$ cat src/rtl/term_pkg.sv
`timescale 1ns/1ps
package term_pkg;
  localparam int unsigned IDX_W   = 2;
  localparam int unsigned BIT_RDY = 0;
  localparam int unsigned BIT_IE  = 1;

  typedef enum logic [IDX_W-1:0] {
    SEL_RX_CTL = 2'd0,
    SEL_RX_DAT = 2'd1,
    SEL_TX_CTL = 2'd2,
    SEL_TX_DAT = 2'd3
  } reg_sel_e;
endpackage

$ cat src/rtl/term_rst_sync.sv
`timescale 1ns/1ps
module term_rst_sync #(
  parameter int unsigned STAGES = 2
) (
  input  logic clk,
  input  logic arst_n,
  output logic srst_n
);
  logic [STAGES-1:0] chain_q;

  always_ff @(posedge clk or negedge arst_n) begin
    if (!arst_n) chain_q <= '0;
    else         chain_q <= {chain_q[STAGES-2:0], 1'b1};
  end

  assign srst_n = chain_q[STAGES-1];
endmodule

$ cat src/rtl/term_rx_chan.sv
`timescale 1ns/1ps
module term_rx_chan #(
  parameter int unsigned CHAR_W = 8
) (
  input  logic              clk,
  input  logic              rst_n,
  input  logic              in_valid,
  input  logic [CHAR_W-1:0] in_byte,
  input  logic              take_stb,
  output logic              rdy,
  output logic [CHAR_W-1:0] data,
  output logic              ovr
);
  logic              rdy_q, rdy_d;
  logic              ovr_q, ovr_d;
  logic [CHAR_W-1:0] data_q, data_d;
  logic              data_en;

  always_comb begin
    rdy_d   = rdy_q;
    ovr_d   = ovr_q;
    data_en = in_valid;
    data_d  = in_byte;
    if (in_valid) begin
      rdy_d = 1'b1;
      if (rdy_q && !take_stb) ovr_d = 1'b1;
    end else if (take_stb) begin
      rdy_d = 1'b0;
    end
  end

  always_ff @(posedge clk or negedge rst_n) begin
    if (!rst_n) begin
      rdy_q <= 1'b0;
      ovr_q <= 1'b0;
    end else begin
      rdy_q <= rdy_d;
      ovr_q <= ovr_d;
    end
  end

  always_ff @(posedge clk or negedge rst_n) begin
    if (!rst_n)       data_q <= '0;
    else if (data_en) data_q <= data_d;
  end

  assign rdy  = rdy_q;
  assign data = data_q;
  assign ovr  = ovr_q;
endmodule

$ cat src/rtl/term_tx_chan.sv
`timescale 1ns/1ps
module term_tx_chan #(
  parameter int unsigned CHAR_W = 8
) (
  input  logic              clk,
  input  logic              rst_n,
  input  logic              wr_stb,
  input  logic [CHAR_W-1:0] wr_byte,
  input  logic              out_ready,
  output logic              rdy,
  output logic              out_valid,
  output logic [CHAR_W-1:0] out_byte
);
  logic              busy_q, busy_d;
  logic [CHAR_W-1:0] byte_q;
  logic              byte_en;

  always_comb begin
    byte_en = wr_stb && !busy_q;
    busy_d  = busy_q;
    if (busy_q && out_ready) busy_d = 1'b0;
    else if (byte_en)        busy_d = 1'b1;
  end

  always_ff @(posedge clk or negedge rst_n) begin
    if (!rst_n) busy_q <= 1'b0;
    else        busy_q <= busy_d;
  end

  always_ff @(posedge clk or negedge rst_n) begin
    if (!rst_n)       byte_q <= '0;
    else if (byte_en) byte_q <= wr_byte;
  end

  assign rdy       = !busy_q;
  assign out_valid = busy_q;
  assign out_byte  = byte_q;
endmodule

$ cat src/rtl/term_mmio.sv
`timescale 1ns/1ps
module term_mmio
  import term_pkg::*;
#(
  parameter int unsigned WORD_W      = 32,
  parameter int unsigned CHAR_W      = 8,
  parameter int unsigned SYNC_STAGES = 2
) (
  input  logic                 clk,
  input  logic                 rst_n,
  input  logic                 bus_sel,
  input  logic                 bus_wr,
  input  logic [1:0]           bus_word,
  input  logic [WORD_W/8-1:0]  bus_be,
  input  logic [WORD_W-1:0]    bus_wdata,
  output logic [WORD_W-1:0]    bus_rdata,
  input  logic                 rx_valid,
  input  logic [CHAR_W-1:0]    rx_byte,
  output logic                 tx_valid,
  output logic [CHAR_W-1:0]    tx_byte,
  input  logic                 tx_ready,
  output logic                 irq,
  output logic                 rx_overrun
);
  localparam int unsigned BE_W = WORD_W / 8;

  logic              rst_core_n;
  logic              rd_any, wr_lo;
  logic              rx_take, tx_push;
  logic              rx_rdy, tx_rdy;
  logic [CHAR_W-1:0] rx_data;
  logic              rx_ie_q, rx_ie_d, tx_ie_q, tx_ie_d;
  logic              unused_bits;

  term_rst_sync #(.STAGES(SYNC_STAGES)) u_rst (
    .clk(clk), .arst_n(rst_n), .srst_n(rst_core_n)
  );

  assign rd_any  = bus_sel && !bus_wr;
  assign wr_lo   = bus_sel && bus_wr && bus_be[0];
  assign rx_take = rd_any && (bus_word == SEL_RX_DAT);
  assign tx_push = wr_lo  && (bus_word == SEL_TX_DAT);

  term_rx_chan #(.CHAR_W(CHAR_W)) u_rx (
    .clk(clk), .rst_n(rst_core_n), .in_valid(rx_valid), .in_byte(rx_byte),
    .take_stb(rx_take), .rdy(rx_rdy), .data(rx_data), .ovr(rx_overrun)
  );

  term_tx_chan #(.CHAR_W(CHAR_W)) u_tx (
    .clk(clk), .rst_n(rst_core_n), .wr_stb(tx_push),
    .wr_byte(bus_wdata[CHAR_W-1:0]), .out_ready(tx_ready),
    .rdy(tx_rdy), .out_valid(tx_valid), .out_byte(tx_byte)
  );

  always_comb begin
    rx_ie_d = rx_ie_q;
    tx_ie_d = tx_ie_q;
    if (wr_lo && bus_word == SEL_RX_CTL) rx_ie_d = bus_wdata[BIT_IE];
    if (wr_lo && bus_word == SEL_TX_CTL) tx_ie_d = bus_wdata[BIT_IE];
  end

  always_ff @(posedge clk or negedge rst_core_n) begin
    if (!rst_core_n) begin
      rx_ie_q <= 1'b0;
      tx_ie_q <= 1'b0;
    end else begin
      rx_ie_q <= rx_ie_d;
      tx_ie_q <= tx_ie_d;
    end
  end

  always_comb begin
    bus_rdata = '0;
    unique case (reg_sel_e'(bus_word))
      SEL_RX_CTL: begin
        bus_rdata[BIT_RDY] = rx_rdy;
        bus_rdata[BIT_IE]  = rx_ie_q;
      end
      SEL_RX_DAT: bus_rdata[CHAR_W-1:0] = rx_data;
      SEL_TX_CTL: begin
        bus_rdata[BIT_RDY] = tx_rdy;
        bus_rdata[BIT_IE]  = tx_ie_q;
      end
      SEL_TX_DAT: bus_rdata[CHAR_W-1:0] = tx_byte;
      default:    bus_rdata = '0;
    endcase
  end

  assign irq = (rx_rdy && rx_ie_q) || (tx_rdy && tx_ie_q);

  assign unused_bits = ^{bus_wdata[WORD_W-1:CHAR_W], bus_be[BE_W-1:1]};
endmodule

$ cat config.mk
export PLATFORM = sky130hd
export DESIGN_NAME = term_mmio
export DESIGN_NICKNAME = d
export VERILOG_FILES = /design/src/rtl/term_pkg.sv /design/src/rtl/term_rst_sync.sv /design/src/rtl/term_rx_chan.sv /design/src/rtl/term_tx_chan.sv /design/src/rtl/term_mmio.sv
export SDC_FILE = /design/constraint.sdc
export NUM_CORES = 1
export LEC_CHECK = 0
export ABC_AREA = 1
export ABC_CLOCK_PERIOD_IN_PS = 1950
export BUFFER_PORTS_ARGS = -buffer_cell sky130_fd_sc_hd__buf_2
export CAP_MARGIN = 20
export CORE_ASPECT_RATIO = 1.1
export CORE_MARGIN = 10
export CORE_UTILIZATION = 42
export DETAILED_ROUTE_END_ITERATION = 10
export HOLD_SLACK_MARGIN = 0.15
export PLACE_DENSITY = 0.92
export SLEW_MARGIN = 0
export SYNTH_ARGS = -nofsm -noshare
export SYNTH_HDL_FRONTEND = slang
export SYNTH_SLANG_ARGS = --single-unit
$ cat constraint.sdc
create_clock -name clk -period 1.95 [get_ports clk]
set_clock_uncertainty 0.2 [all_clocks]
set_input_delay 0.0975 -clock clk [delete_from_list [all_inputs] [get_ports clk]]
set_output_delay 0.0975 -clock clk [all_outputs]
set_load 0.05 [all_outputs]
# --- Yosys cells after proc, flatten, opt, wreduce, memory -nomap -nowiden ---
# Index checks and enable logic that the tools add are counted.
word_totals:
  ff_bits: 23
  inputBits: 52
  elab_cells: 37
classes:
  n_eq_ne: 3
  n_mux: 6
  reduce_logical: 20
ops:
  columns: ["operator", "count"]
  rows:
  - ["$logic_and 1x1->1", 12]
  - ["$pmux 6 s2", 1]
  - ["$pmux 2 s4", 1]
  - ["$eq 2x2->1 const B", 2]
  - ["$mux 1", 4]
  - ["$reduce_bool 2->1", 2]
  - ["$logic_not 1->1", 3]
  - ["$eq 2x1->1 const B", 1]
  - ["$logic_not 2->1", 1]
  - ["$reduce_and 2->1", 1]
  - ["$logic_or 1x1->1", 1]

# --- Longest topological paths before layout ---
depth:
  depth_word: 6
  mapped_depth: 6
  depth_no_buf: 5

# --- Hierarchy ---
# A second synthesis with hierarchy kept.
unflattened:
  cells_unflattened: 161
  area_unflattened_um2: 1291.2
modules_own_cells:
  columns: ["mod", "n_inst", "cells_each", "area_per_inst_um2", "seq_area_each_um2"]
  rows:
  - ["term_mmio", 1, 78, 474.2, 50.0]
  - ["term_rx_chan", 1, 42, 391.6, 250.2]
  - ["term_tx_chan", 1, 38, 371.6, 225.2]
  - ["term_rst_sync", 1, 3, 53.8, 50.0]

# --- Worst setup path after synthesis ---
# No wires, ideal clock.
synth_path:
  path_kind: "register to output"
  startpoint: "reg u_rx.data_q[2] (netlist: u_rx.data[2])"
  endpoint: "out bus_rdata[2]"
  arrival_ns: 1.437
  slack_ns: 0.216
  path_stages_with_launch: 3
  n_path_buf: 0
  cell_sequence: "dfrtp_1 -> inv_1 -> o21ai_0"
synth_via:
  elab_chain_cells: 1
synth_rtl:
  columns: ["element", "line", "source"]
  rows:
  - ["start: declaration", "term_rx_chan.sv:16", "logic [CHAR_W-1:0] data_q, data_d;"]
  - ["start signal: assignment", "term_rx_chan.sv:44", "else if (data_en) data_q <= data_d;"]
  - ["$pmux 6 s2", "term_mmio.sv:74", "unique case (reg_sel_e'(bus_word))"]
  - ["end: declaration", "term_mmio.sv:16", "output logic [WORD_W-1:0] bus_rdata,"]
# Every way passes these cells.

# --- Worst setup path in the final report ---
layout_path:
  startpoint: "in bus_word[1]"
  endpoint: "out bus_rdata[4]"
layout_via:
  elab_chain_cells: 2
  word_cells_on_any_way: 3
  cone_classes: "eq/ne: 2; mux: 1"
layout_rtl:
  columns: ["element", "line", "source"]
  rows:
  - ["start: declaration", "term_mmio.sv:13", "input logic [1:0] bus_word,"]
  - ["$eq 2x2->1 or $eq 2x1->1 (tied branches)", "term_mmio.sv:74", null]
  - ["$pmux 6 s2 (*)", "term_mmio.sv:74", null]
# Every way passes the cells marked *; elsewhere a longest branch is shown, timed or not.

==> flow_results.xml <==
<?xml version="1.0" encoding="UTF-8"?>
<metrics>
  <group name="global_route">
    <metric name="initial_antenna_violation_count" unit="">0</metric>
    <metric name="grt_pass1_wl" unit="mm">6.35</metric>
    <metric name="number_of_global_route_vias_before_repair" unit="">1424</metric>
    <metric name="grtUsageTotal" unit="%">13.5</metric>
    <metric name="grt_remaining_overflow" unit="">0</metric>
    <metric name="grt_start_max_net_pins" unit="">22</metric>
  </group>
  <group name="sta">
    <metric name="count_of_pins_over_their_slew_limit" unit="">0</metric>
    <metric name="final_period_minus_worst_setup_slack" unit="ps">1940</metric>
    <metric name="tns" unit="ps">0</metric>
    <metric name="finalSetupViolCount" unit="">0</metric>
    <metric name="rsz0062_at_grt" unit="">yes</metric>
    <metric name="layout_worst_path_cycle_share" unit="%">99.6</metric>
    <metric name="fmax" unit="MHz">515</metric>
    <metric name="hold_viol_final" unit="">0</metric>
  </group>
  <group name="setup_path">
    <metric name="cp_data_arrival_time" unit="ps">1650</metric>
    <metric name="crit_chain" unit="">dlygate4sd3_1 &gt; clkbuf_4 &gt; nor2_1 &gt; inv_1 &gt; o21ai_0 &gt; clkbuf_4</metric>
    <metric name="cpMaxStageDelayCell" unit="">sky130_fd_sc_hd__dlygate4sd3_1</metric>
    <metric name="cpMostUsedCell" unit="">sky130_fd_sc_hd__clkbuf_4</metric>
    <metric name="path_class" unit="">in2out</metric>
    <metric name="cp_data_required_time" unit="ps">1650</metric>
    <metric name="start_kind" unit="">input port</metric>
    <metric name="crit_fanout" unit="">15</metric>
    <metric name="worst_path_largest_cell_delay" unit="ps">530</metric>
    <metric name="end_kind" unit="">output port</metric>
  </group>
  <group name="synth">
    <metric name="netlist_instances" unit="">154</metric>
    <metric name="yosys_register_bits" unit="">23</metric>
    <metric name="yosysUniqueCellTypes" unit="">13</metric>
    <metric name="yosys_warnings" unit="">0</metric>
    <metric name="synth.cell_area" unit="sq mm">0.00123</metric>
    <metric name="seq_area_frac_synth" unit="%">46.7</metric>
    <metric name="synthesis.area_per_instance" unit="sq um">8.01</metric>
  </group>
  <group name="floorplanning">
    <metric name="io_pins" unit="">95</metric>
    <metric name="floorplan.initialDensity" unit="%">44.0</metric>
    <metric name="design.core.area" unit="sq mm">0.00280</metric>
    <metric name="design.die.area" unit="sq mm">0.00551</metric>
    <metric name="die_h" unit="um">76.8</metric>
    <metric name="core.rowCount" unit="">20</metric>
    <metric name="die-width" unit="um">71.7</metric>
  </group>
  <group name="place">
    <metric name="port_buffers" unit="">43</metric>
    <metric name="finalWeightedCongestion" unit="">0.834</metric>
    <metric name="hpwl" unit="mm">2.52</metric>
  </group>
  <group name="detailed_routing">
    <metric name="drt_pre_antenna_iters" unit="">4</metric>
    <metric name="final_antenna_net_count" unit="">0</metric>
    <metric name="wl" unit="mm">3.90</metric>
    <metric name="routed_wire_length_per_instance" unit="um">14.0</metric>
    <metric name="drc_errors" unit="">0</metric>
    <metric name="vias_per_cell" unit="">4.71</metric>
    <metric name="via_count" unit="">1309</metric>
    <metric name="drt_first_iter_violations" unit="">75</metric>
  </group>
  <group name="clock_tree">
    <metric name="tritoncts.num_buffers" unit="">3</metric>
    <metric name="htree_num_levels" unit="">1</metric>
    <metric name="cts-root-to-sink-buffers" unit="">2</metric>
    <metric name="post_cts.repair.setup_buffers" unit="">0</metric>
    <metric name="worst_setup_hold_path_clk_slew" unit="ps">130</metric>
    <metric name="cts_root_buffer" unit="">sky130_fd_sc_hd__clkbuf_4</metric>
    <metric name="cts_tree" unit="">built</metric>
    <metric name="worstSkewPairLatency" unit="ps">310</metric>
    <metric name="tritoncts_num_sinks" unit="">23</metric>
  </group>
  <group name="worst_hold_path">
    <metric name="hp-class" unit="">reg2reg</metric>
  </group>
  <group name="outcome">
    <metric name="result_of_the_run" unit="">finished, final reports clean</metric>
  </group>
  <group name="finish">
    <metric name="drive_above_1_share" unit="%">21.2</metric>
    <metric name="num_antenna_cells" unit="">0</metric>
    <metric name="area.growth.synth_to_final" unit="%">55.7</metric>
    <metric name="nets" unit="">298</metric>
    <metric name="postLayoutCoreUtil" unit="%">68.5</metric>
  </group>
  <group name="power">
    <metric name="maximum_vdd_ir_drop" unit="mV">0.576</metric>
    <metric name="power.leakage" unit="nW">1.01</metric>
    <metric name="totalPowerFinal" unit="W">0.00143</metric>
    <metric name="pwr_density_cell" unit="mW/mm^2">744</metric>
  </group>
  <group name="job">
    <metric name="max_cap_violations" unit="">0</metric>
  </group>
</metrics>
[placed cells by master (no fill, tap or decap), drive strengths merged]
cell           n
dlygate4sd3   46
nand2         42
buf           40
conb          25
nand3         23
dfrtp         23
inv           14
o21ai         14
clkbuf         7
nor2           6
nand4          2
a22o           1
clkinvlp       1
dlymetal6s4s   1
[worst max-delay path, delay by kind of cell]
kind | cells | cell delay, ps
AO/OA/AOI/OAI | 1 | 220
buffers and inverters | 4 | 1150
AND/OR/NAND/NOR | 1 | 170
[power by group]
part | internal [W] | switching [W] | leakage, nW
combinational | 0.000167 | 0.000454 | 0.719
clock | 0.0000781 | 0.000145 | 0.0139
sequential | 0.000539 | 0.0000461 | 0.279
[state kept, by name, indices dropped and copies added, names as in the netlist]
| register | cells |
|---|---|
| u_rx.data | 8 |
| u_tx.out_byte | 8 |
| u_rst.chain_q | 2 |
| rx_ie_q | 1 |
| tx_ie_q | 1 |
| u_rx.ovr | 1 |
| u_rx.rdy | 1 |
| u_tx.out_valid | 1 |
[cells by family after synthesis]
logic type,count (synthesis),share of synthesized area [%]
compound gates,15,6.39
buf+inv,42,20.5
simple gates,72,25.9
flops,23,46.7
other cells,2,0.609
[per-stage QoR]
step	setup slack, ps	cells	hold WS (ps)	cell area [sq um]
global route	-46.4	278	184	1920
global placement	521	226	-317	1380
CTS	21.0	279	176	1900
finish	7.02	278	173	1920
floorplan	216	177	-398	1320
detailed placement	439	226	-317	1380
[layer usage]
metal / up-vias / global-route usage (%) / wire length, um
met2: 72 / 23.3 / 1980
met1: 614 / 14.7 / 1390
met3: 2 / 6.31 / 516
li1: 621 / - / -
met4: 0 / 2.71 / 10
met5: - / 0 / 0
[synth_stat cells]
cell | number | area share, %
sky130_fd_sc_hd__nand4_1 | 2 | 1.0
sky130_fd_sc_hd__nand2_4 | 1 | 0.91
sky130_fd_sc_hd__conb_1 | 2 | 0.61
sky130_fd_sc_hd__nand3_1 | 23 | 9.3
sky130_fd_sc_hd__inv_1 | 14 | 4.3
sky130_fd_sc_hd__buf_2 | 4 | 1.6
sky130_fd_sc_hd__nor2_4 | 1 | 0.91
sky130_fd_sc_hd__dfrtp_1 | 23 | 47
sky130_fd_sc_hd__buf_4 | 24 | 15
sky130_fd_sc_hd__o21ai_0 | 14 | 5.7
sky130_fd_sc_hd__a22o_1 | 1 | 0.71
sky130_fd_sc_hd__nor2_1 | 4 | 1.2
sky130_fd_sc_hd__nand2_1 | 41 | 12
[what timing repair did]
item                                    4_1_cts  5_1_grt
gates resized for setup                       0       17
hold buffers                                 49        0
hold endpoints to repair                     44        0
endpoints found under the setup margin        0       16
[cell type report]
type	instances	area (sq um)
fill	233	882
timing repair buffer	91	716
sequential	23	576
multi-input combinational	113	505
inverter	14	52.6
tap	33	41.3
clock buffer	3	22.5
clock inverter	1	7.51
[path summary, 6_finish.rpt]
kind / from / to / slack [ps] / cells after the start
setup / recovery: bus_word[1] / bus_rdata[4] / 7 / 6
hold / removal: u_rst.chain_q[0] / u_rst.chain_q[1] / 170 / 0
setup reg to reg: u_tx.out_valid / u_tx.out_byte[3] / 280 / 4
hold reg to reg: u_rst.chain_q[0] / u_rst.chain_q[1] / 170 / 0
max in group asynchronous: u_rst.chain_q[1] / u_tx.out_byte[5] / 770 / 2
min in group asynchronous: rst_n / u_rst.chain_q[0] / 410 / 3
(Power assumes the default switching activity.)
